<file path="src/rtl/qconv_pkg.sv">
package qconv_pkg;

  typedef enum logic [1:0] {
    MODE_X1 = 2'd0,
    MODE_X2 = 2'd1,
    MODE_X4 = 2'd2
  } qmode_e;

  // strobes from control to datapath, one per output channel
  typedef struct packed {
    logic cntUp;
    logic cntDn;
    logic idx;
  } qstrobe_t;

  localparam int unsigned NUM_CHAN = 3;

endpackage

</file>
<file path="src/rtl/qconv_ctrl.sv">
module qconv_ctrl
  import qconv_pkg::*;
(
  input  logic     clk,
  input  logic     rst,
  input  logic     inA,
  input  logic     inB,
  input  logic     idxIn,
  input  logic     x2SelN,
  input  logic     x4Sel,
  output qstrobe_t strb,
  output logic     dirUp,
  output logic     errSticky
);

  logic   prevA, prevB;
  logic   aEdge, bEdge, legalEdge, illegalStep;
  logic   edgeIsUp, countIt, idxHit;
  qmode_e mode;

  // x2 pin has priority over the x4/x1 pin
  always_comb begin
    if (!x2SelN)    mode = MODE_X2;
    else if (x4Sel) mode = MODE_X4;
    else            mode = MODE_X1;
  end

  assign aEdge       = inA ^ prevA;
  assign bEdge       = inB ^ prevB;
  assign illegalStep = aEdge & bEdge;
  assign legalEdge   = aEdge ^ bEdge;

  // forward order of AB is 00,10,11,01
  assign edgeIsUp = aEdge ? (inA ^ inB) : ~(inA ^ inB);

  always_comb begin
    countIt = 1'b0;
    unique case (mode)
      MODE_X4: countIt = legalEdge;
      MODE_X2: countIt = aEdge & ~bEdge;
      MODE_X1: countIt = aEdge & ~bEdge & ~inB;
      default: countIt = 1'b0;
    endcase
  end

  assign idxHit = idxIn & ((aEdge & ~bEdge & inA & ~inB) |
                           (bEdge & ~aEdge & ~inB & inA));

  assign strb.cntUp = countIt & edgeIsUp;
  assign strb.cntDn = countIt & ~edgeIsUp;
  assign strb.idx   = idxHit;

  always_ff @(posedge clk) begin
    if (rst) begin
      prevA     <= inA;
      prevB     <= inB;
      dirUp     <= 1'b1;
      errSticky <= 1'b0;
    end else begin
      prevA <= inA;
      prevB <= inB;
      if (legalEdge)   dirUp     <= edgeIsUp;
      if (illegalStep) errSticky <= 1'b1;
    end
  end

  // error flag never drops without reset
  a_r9_err_sticky: assert property (@(posedge clk) disable iff (rst)
    errSticky |=> errSticky);

  // a double change produces no strobe
  a_r9_illegal_silent: assert property (@(posedge clk) disable iff (rst)
    (inA != prevA && inB != prevB) |-> (strb == '0));

  // direction holds when no legal edge occurs
  a_r5_dir_hold: assert property (@(posedge clk) disable iff (rst)
    !legalEdge |=> $stable(dirUp));

  // in x2 mode a lone B edge never counts
  a_r3_x2_ignores_b: assert property (@(posedge clk) disable iff (rst)
    (!x2SelN && (inB != prevB) && (inA == prevA)) |-> !(strb.cntUp || strb.cntDn));

endmodule

</file>
<file path="src/rtl/qconv_datapath.sv">
module qconv_datapath
  import qconv_pkg::*;
#(
  parameter int unsigned PW_W = 16
) (
  input  logic            clk,
  input  logic            rst,
  input  qstrobe_t        strb,
  input  logic [PW_W-1:0] pulseWidth,
  output logic            upClkN,
  output logic            dnClkN,
  output logic            idxOutN
);

  localparam logic [PW_W-1:0] ONE = PW_W'(1);

  logic [NUM_CHAN-1:0] lowMask;
  logic [NUM_CHAN-1:0] pendMask;
  logic [NUM_CHAN-1:0] outN;
  logic [PW_W-1:0]     remCnt;
  logic [PW_W-1:0]     loadVal;
  logic                busy, pendValid, eventNow;

  assign eventNow = |strb;
  assign loadVal  = (pulseWidth == '0) ? '0 : (pulseWidth - ONE);

  always_ff @(posedge clk) begin
    if (rst) begin
      lowMask   <= '0;
      pendMask  <= '0;
      remCnt    <= '0;
      busy      <= 1'b0;
      pendValid <= 1'b0;
    end else if (pendValid) begin
      lowMask   <= pendMask;
      remCnt    <= loadVal;
      busy      <= 1'b1;
      pendValid <= 1'b0;
    end else if (eventNow && busy) begin
      lowMask   <= '0;
      busy      <= 1'b0;
      pendMask  <= strb;
      pendValid <= 1'b1;
    end else if (eventNow) begin
      lowMask <= strb;
      remCnt  <= loadVal;
      busy    <= 1'b1;
    end else if (busy) begin
      if (remCnt == '0) begin
        lowMask <= '0;
        busy    <= 1'b0;
      end else begin
        remCnt <= remCnt - ONE;
      end
    end
  end

  for (genvar i = 0; i < NUM_CHAN; i++) begin : g_chan
    assign outN[i] = ~lowMask[i];
  end

  assign upClkN  = outN[2];
  assign dnClkN  = outN[1];
  assign idxOutN = outN[0];

  // outputs idle high after a reset clock
  a_r11_reset_high: assert property (@(posedge clk)
    rst |=> (upClkN && dnClkN && idxOutN));

  // up and down pulses never overlap
  a_r2_no_up_and_down: assert property (@(posedge clk) disable iff (rst)
    !(!upClkN && !dnClkN));

  // an event during an active pulse forces a high gap
  a_r10_retrigger_gap: assert property (@(posedge clk) disable iff (rst)
    (busy && eventNow && !pendValid) |=> (upClkN && dnClkN && idxOutN));

  // an idle event shows on the outputs after that edge
  a_r6_start_edge: assert property (@(posedge clk) disable iff (rst)
    (!busy && !pendValid && eventNow) |=> (~{upClkN, dnClkN, idxOutN} == $past(strb)));

endmodule

</file>
<file path="src/rtl/quad_updn_conv.sv">
module quad_updn_conv
  import qconv_pkg::*;
#(
  parameter int unsigned PW_W = 16
) (
  input  logic            clk,
  input  logic            rst,
  input  logic            inA,
  input  logic            inB,
  input  logic            idxIn,
  input  logic            x2SelN,
  input  logic            x4Sel,
  input  logic [PW_W-1:0] pulseWidth,
  output logic            upClkN,
  output logic            dnClkN,
  output logic            idxOutN,
  output logic            dirUp,
  output logic            errSticky
);

  qstrobe_t strb;

  qconv_ctrl u_ctrl (
    .clk       (clk),
    .rst       (rst),
    .inA       (inA),
    .inB       (inB),
    .idxIn     (idxIn),
    .x2SelN    (x2SelN),
    .x4Sel     (x4Sel),
    .strb      (strb),
    .dirUp     (dirUp),
    .errSticky (errSticky)
  );

  qconv_datapath #(.PW_W(PW_W)) u_dp (
    .clk        (clk),
    .rst        (rst),
    .strb       (strb),
    .pulseWidth (pulseWidth),
    .upClkN     (upClkN),
    .dnClkN     (dnClkN),
    .idxOutN    (idxOutN)
  );

endmodule

</file>
<file path="config.mk">
export PLATFORM = sky130hd
export DESIGN_NAME = quad_updn_conv
export DESIGN_NICKNAME = d
export VERILOG_FILES = /design/src/rtl/qconv_pkg.sv /design/src/rtl/qconv_ctrl.sv /design/src/rtl/qconv_datapath.sv /design/src/rtl/quad_updn_conv.sv
export SDC_FILE = /design/constraint.sdc
export NUM_CORES = 1
export LEC_CHECK = 0
export CAP_MARGIN = 10
export CORE_ASPECT_RATIO = 1.2
export CORE_MARGIN = 2
export CORE_UTILIZATION = 45
export DETAILED_ROUTE_END_ITERATION = 16
export DONT_BUFFER_PORTS = 1
export PLACE_DENSITY = 0.62
export REMOVE_ABC_BUFFERS = 1
export SLEW_MARGIN = 20
export SYNTH_ARGS = -nofsm -noshare
export SYNTH_HDL_FRONTEND = slang
export SYNTH_SLANG_ARGS = --single-unit
</file>
<file path="constraint.sdc">
create_clock -name clk -period 2.4 [get_ports clk]
set_input_delay 0.36 -clock clk [delete_from_list [all_inputs] [get_ports clk]]
set_output_delay 0.36 -clock clk [all_outputs]
set_load 0.05 [all_outputs]
</file>
==> summary.txt, run 1 <==
Yosys
  – Count leader, synth: nor2_1
  – Synth unique cells: 47
  – Top cell type's share of synthesized area: 0.288
  – Mean Syn Cell Area: 7.61 µm²
  – Synth area leader: dfxtp_1
  – Main flop type after synthesis: dfxtp_1
  – Post-Syn Area: around 1900 µm²
  – Fraction of registers with async set/reset: 0
  – Post-synth top cells: nor2_1 (33), dfxtp_1 (28), nand2_1 (24)
  – Post-synth EDFFs: 0
  – Cell count after synthesis: ~260
  – Ys Warns: 0
  – Sequential area share after synthesis: 0.288
  – Area contributors post-synth: dfxtp_1 (29%), nor2_1 (6.4%), xor2_1 (4.9%)
  – Yosys reg bits: 28

Die
  – Full die area: 4880 µm²
  – Row count: 26
  – Chip Width: around 64 µm
  – Die height: around 76 µm
  – Core ar.: between 4000 and 5000 µm²
  – # IOs: 28
  – Initial Util: 0.465

CTS
  – TritonCTS clock tree: done
  – Clock Tree Root: clkbuf_8
  – CTS buffer count: 3
  – Clock Sinks: 28
  – Clock transition at the registers of the reported paths: 90 ps
  – Worst skew pair latency: about 270 ps
  – Longest Clk Path Bufs: 2
  – Post-CTS Hold Buffers: 0
  – Htree depth: 1

Detailed routing
  – Post-route DRC: 0
  – Vias per cell: about 5.8
  – Max Used Layer: met4
  – Via count: between 1500 and 2000
  – Post-Route WL: 4.64 mm
  – Met2 Wirelength: ~2.1 mm
  – Iteration-0 DRC Markers: slightly below 70
  – Wl on met1: ~2.2 mm
  – Routed WL per cell: around 15 µm
  – Initial DRT Pass Iterations: 4
  – Met3 WL: ~260 µm
  – Antenna viol nets, final: 0

Finish
  – Layout cells sized above 1: 0.118
  – Final core occ: 0.505
  – Ant diodes: 0
  – Fillers: 430
  – Nets@finish: 294
  – Design area: 2120 µm²
  – Layout area overhead: 8.79%

Worst setup path
  – CP max FO: 11
  – Worst reg2reg path depth: 9
  – Crit start category: register
  – Crit end category: register
  – CP arrival: about 2400 ps
  – CP required: between 2000 and 3000 ps
  – Critical path class: reg2reg

STA
  – Tmin final: ~2200 ps
  – Worst-Margin Slew: 543 ps
  – Slew Viols, Final: 0
  – Worst clock skew: 3.05 ps
  – Final setup violation count: 0
  – Final hold violation count: 0
  – Achievable Freq: approximately 0.45 GHz
  – RSZ-0062 raised after global routing: false
  – Hold slack: 106 ps
  – Max_slew headroom: 0.635
  – Fin crit share: 0.928

Pwr
  – Total power: 0.00191 W
  – VDD IR max: roughly 0.00041 V
  – PD cells: about 900 nW/µm²
  – Leakage: 0.761 nW

Global route
  – Total GRT Usage: 0.194
  – GRT overflow: 0
  – Global-route wire length before repair: just under 8 mm
  – Vias in the first global route: around 1700
  – Initial antenna violation count: 0
  – Largest net degree at the start of global routing: 22

Hold path
  – Hold Path Cell Cnt: 0
  – Path type of the worst min-delay path: in2reg

Placed design
  – Placed instance area: 2050 µm²
  – Routability cong.: just over 0.8
  – Hpwl dp: approximately 3.5 mm
  – Buffers on Ports: 0

Outcome
  – Run status: finished clean

Run
  – Max Cap Violations: 0
## worst paths after layout
kind | start | end | slack, ps
worst max-delay path | u_ctrl.prevB$_DFF_P_ | u_dp.remCnt[5]$_SDFFE_PP0P_ | 170
worst min-delay path | inB | u_ctrl.prevB$_DFF_P_ | 110
worst max register to register | u_ctrl.prevB$_DFF_P_ | u_dp.remCnt[5]$_SDFFE_PP0P_ | 170
worst min register to register | u_dp.lowMask[0]$_SDFFE_PP0P_ | u_dp.lowMask[0]$_SDFFE_PP0P_ | 450
## cells by family (layout without fill, tap and decap cells)
family                     count (synthesis)  in the layout  share of synthesized area
and+or+nand+nor                          111            111                      0.304
AOI/OAI and AO/OA                         63             63                      0.215
buffers and inverters                     29             35                     0.0667
DFF                                       28             28                      0.288
xor gates and xnor gates                  17             17                     0.0764
adders and majority gates                  7              7                     0.0449
muxes                                      1              1                    0.00578
## per-layer routing
metal,global-route usage,up-vias
met2,0.325,63
met5,0,-
met1,0.253,839
met4,0.0717,0
li1,-,945
met3,0.0236,8
## sequential cells by signal (all words and copies together) (netlist names)
name and count:
u_dp.remCnt 16, u_dp.lowMask 3, u_dp.pendMask 3, u_ctrl.dirUp 1
u_ctrl.errSticky 1, u_ctrl.prevA 1, u_ctrl.prevB 1, u_dp.busy 1
u_dp.pendValid 1
## stage by stage
stage | setup TNS, ps | setup WS, ps | instances
floorplan | -1980 | -288 | 245
global placement | 0 | 91.3 | 314
detailed placement | 0 | 49.8 | 314
CTS | 0 | 72.3 | 317
global route | 0 | 13.3 | 318
finish | 0 | 172 | 318
## power by group
part	switching, W	internal (W)	leakage (nW)	total [W]
Combinational	0.000547	0.000415	0.509	0.000962
Clock	0.000145	0.000113	0.0216	0.000258
Sequential	0.000126	0.000566	0.230	0.000692
## cell usage in the layout (no fill, tap or decap), types with 5 or more instances in the layout
master | synthesis | routed
nand2_1 | 24 | 24
xor2_1 | 11 | 10
dfxtp_1 | 28 | 26
buf_4 | 3 | 14
nor2_1 | 33 | 33
inv_1 | 18 | 18
xnor2_1 | 6 | 5
a31oi_1 | 5 | 5
nor3_1 | 14 | 14
o21ai_0 | 11 | 11
nand4_1 | 5 | 5
ha_1 | 7 | 7
a21oi_1 | 18 | 18
o32ai_1 | 8 | 8
nand3_1 | 10 | 10
## layout make-up
cell class | instances | area, µm² | area share
inverter | 18 | 67.6 | 0.0319
multi-input combinational | 199 | 1270 | 0.601
clock buffer | 3 | 41.3 | 0.0195
tap | 56 | 70.1 | 0.0330
sequential | 28 | 563 | 0.265
timing repair buffer | 14 | 105 | 0.0496
## timing repair
item	CTS	global route
resized for setup	0	4
buffers inserted	0	1
endpoints found under the setup margin	0	8
## critical path, cell delays in order (launching register included)
cell and delay, ps:
dfxtp_2 340, xor2_2 180, ha_1 320, o2bb2ai_1 70, buf_4 170, o21a_1 210, or3_4 390, buf_4 170
o21ai_0 180, a21oi_1 90
Note: power is estimated with default switching activity, not from simulation.
==> run 2, diff against run 1 <==
==> constraint.sdc (replaced) <==
create_clock -name clk -period 2.4 [get_ports clk]
set_input_delay 0.48 -clock clk [delete_from_list [all_inputs] [get_ports clk]]
set_output_delay 0.48 -clock clk [all_outputs]
set_load 0.05 [all_outputs]
==> summary.txt, run 2 (same netlist as run 1, synthesis figures left out) <==
STA
  – Fin crit share: 0.930 (+0.00223)
  – Hold slack: 228 ps (+122 ps)
  – Achievable Freq: 0.448 GHz (-0.24%)
  – Worst clock skew: 8.13 ps (+5.08 ps)
  – Slew Viols, Final: 0 (unchanged)
  – RSZ-0062 raised after global routing: false
  – Final hold violation count: 0 (unchanged)
  – Max_slew headroom: 0.645 (+0.0106)
  – Worst-Margin Slew: 531 ps (-12.1 ps)
  – Tmin final: 2230 ps (+5.35 ps)
  – Final setup violation count: 0 (unchanged)

Finish
  – Nets@finish: 296 (+0.68%)
  – Biggest regs: u_dp.remCnt: 16 flops, u_dp.lowMask: 3 flops, u_dp.pendMask: 3 flops
  – Reg with most FFs: u_dp.remCnt
  – Reg area: 562 µm² (-0.22%)
  – Area of the multi-input gates: 1260 µm² (-1.2%)
  – Max reg flops: 16 (unchanged)
  – Most frequent cells in the layout: nor2_1 (33), dfxtp_1 (27), nand2_1 (24)
  – Final core occ: 0.505 (about the same)
  – Layout area overhead: 8.73% (about the same)
  – Layout cells sized above 1: 0.114 (-0.00468)
  – Ant diodes: 0 (unchanged)
  – Fillers: 414 (-3.7%)
  – Commonest non-fill, non-tap cell in the layout: nor2_1

CTS
  – Clock transition at the registers of the reported paths: 90 ps (about the same)
  – Longest Clk Path Bufs: 2 (unchanged)
  – Clock Tree Root: clkbuf_8
  – Post-CTS Hold Buffers: 0 (unchanged)
  – CTS buffer count: 3 (unchanged)
  – Htree depth: 1 (unchanged)
  – Clock Sinks: 28 (unchanged)
  – TritonCTS clock tree: done
  – Worst skew pair latency: 280 ps (about the same)

Detailed routing
  – Iteration-0 DRC Markers: 79 (+14%)
  – Vias per cell: 5.83 (about the same)
  – Via count: 1867 (+0.65%)
  – Antenna viol nets, final: 0 (unchanged)
  – Initial DRT Pass Iterations: 4 (unchanged)
  – Routed WL per cell: 15.4 µm (+5.5%)
  – Post-Route WL: 4.92 mm (+6.1%)
  – Post-route DRC: 0 (unchanged)

Pwr
  – Leakage: 0.764 nW (+0.48%)
  – PD cells: 913 nW/µm² (+1.3%)
  – VDD IR max: 0.000319 V (-22%)

Run
  – Max Cap Violations: 0 (unchanged)

Global route
  – GRT overflow: 0 (unchanged)
  – Global-route wire length before repair: 8.35 mm (+8.6%)
  – Total GRT Usage: 0.212 (+0.0171)
  – Initial antenna violation count: 0 (unchanged)
  – Largest net degree at the start of global routing: 22 (unchanged)
  – Vias in the first global route: 1825 (+6.2%)

Die
  – Core ar.: 4200 µm² (unchanged)
  – Row count: 26 (unchanged)
  – # IOs: 28 (unchanged)
  – Die height: 76.1 µm (unchanged)
  – Initial Util: 0.465 (unchanged)
  – Chip Width: 64.1 µm (unchanged)
  – Full die area: 4880 µm² (unchanged)

Worst setup path
  – CP arrival: 2420 ps (+30 ps)
  – CP required: 2590 ps (+30 ps)
  – Crit end category: register
  – Crit start category: register
  – Critical path class: reg2reg
  – R2R Path Start: u_ctrl.prevB$_DFF_P_
  – CP max FO: 21 (+10)
  – Crit path from: u_ctrl.prevB$_DFF_P_

Placed design
  – Buffers on Ports: 0 (unchanged)
  – Routability cong.: 0.892 (+9.2%)
  – Hpwl dp: 3.75 mm (+7.6%)

Outcome
  – Run status: finished clean

Hold path
  – Path type of the worst min-delay path: in2reg
  – Hold Crit Start: inA
-- run 2: critical path, cell delays in order (launching register included) --
cell and delay (ps):
dfxtp_1 330, xor2_1 250, inv_1 80, ha_1 200
o2bb2ai_1 180, buf_4 180, or3_4 440, o32a_1 360
o32ai_1 120
-- run 2: area by class of cell --
class | instances | area share
inverters | 18 | 0.0319
multi-input cells | 199 | 0.594
repair buffers | 16 | 0.0567
clock buffers | 3 | 0.0195
flip-flops and latches | 28 | 0.265
well taps | 56 | 0.0331
-- run 2: worst paths after layout --
| path | endpoint | slack, ps | cells after the start |
|---|---|---|---|
| worst max-delay path | u_dp.remCnt[13]$_SDFFE_PP0P_ | 170 | 8 |
| worst max register to register | u_dp.remCnt[13]$_SDFFE_PP0P_ | 170 | 8 |
| worst min register to register | u_dp.pendMask[1]$_SDFFE_PP0P_ | 450 | 2 |
| worst min-delay path | u_ctrl.prevA$_DFF_P_ | 230 | 0 |
-- run 2: metal layers --
layer | GRT usage | up-vias | share of wire
li1 | - | 939 | -
met1 | 0.268 | 876 | 0.45
met2 | 0.369 | 47 | 0.49
met3 | 0.0310 | 5 | 0.051
met4 | 0.0565 | 0 | 0.0098
met5 | 0 | - | 0
-- run 2: metrics by stage --
step	cell area [µm²]	std cells	power (W)	TNS (ps)	setup slack, ps
final	2120	320	0.00194	0	167
after detailed placement	2080	317	0.00168	-52.0	-34.4
after floorplan	1890	245	0.00140	-3780	-408
after global routing	2120	320	0.00211	0	2.15
after global placement	2080	317	0.00167	0	65.8
after CTS	2120	320	0.00194	0	86.2
-- run 2: report_power, final --
group | internal (W) | switching [W] | total, W
registers | 0.000566 | 0.000132 | 0.000698
logic | 0.000421 | 0.000565 | 0.000986
clock network | 0.000113 | 0.000139 | 0.000251
-- run 2: timing repair --
action	4_1_cts	5_1_grt
setup buffers	0	0
gates resized for setup	0	1
endpoints found under the setup margin	0	3
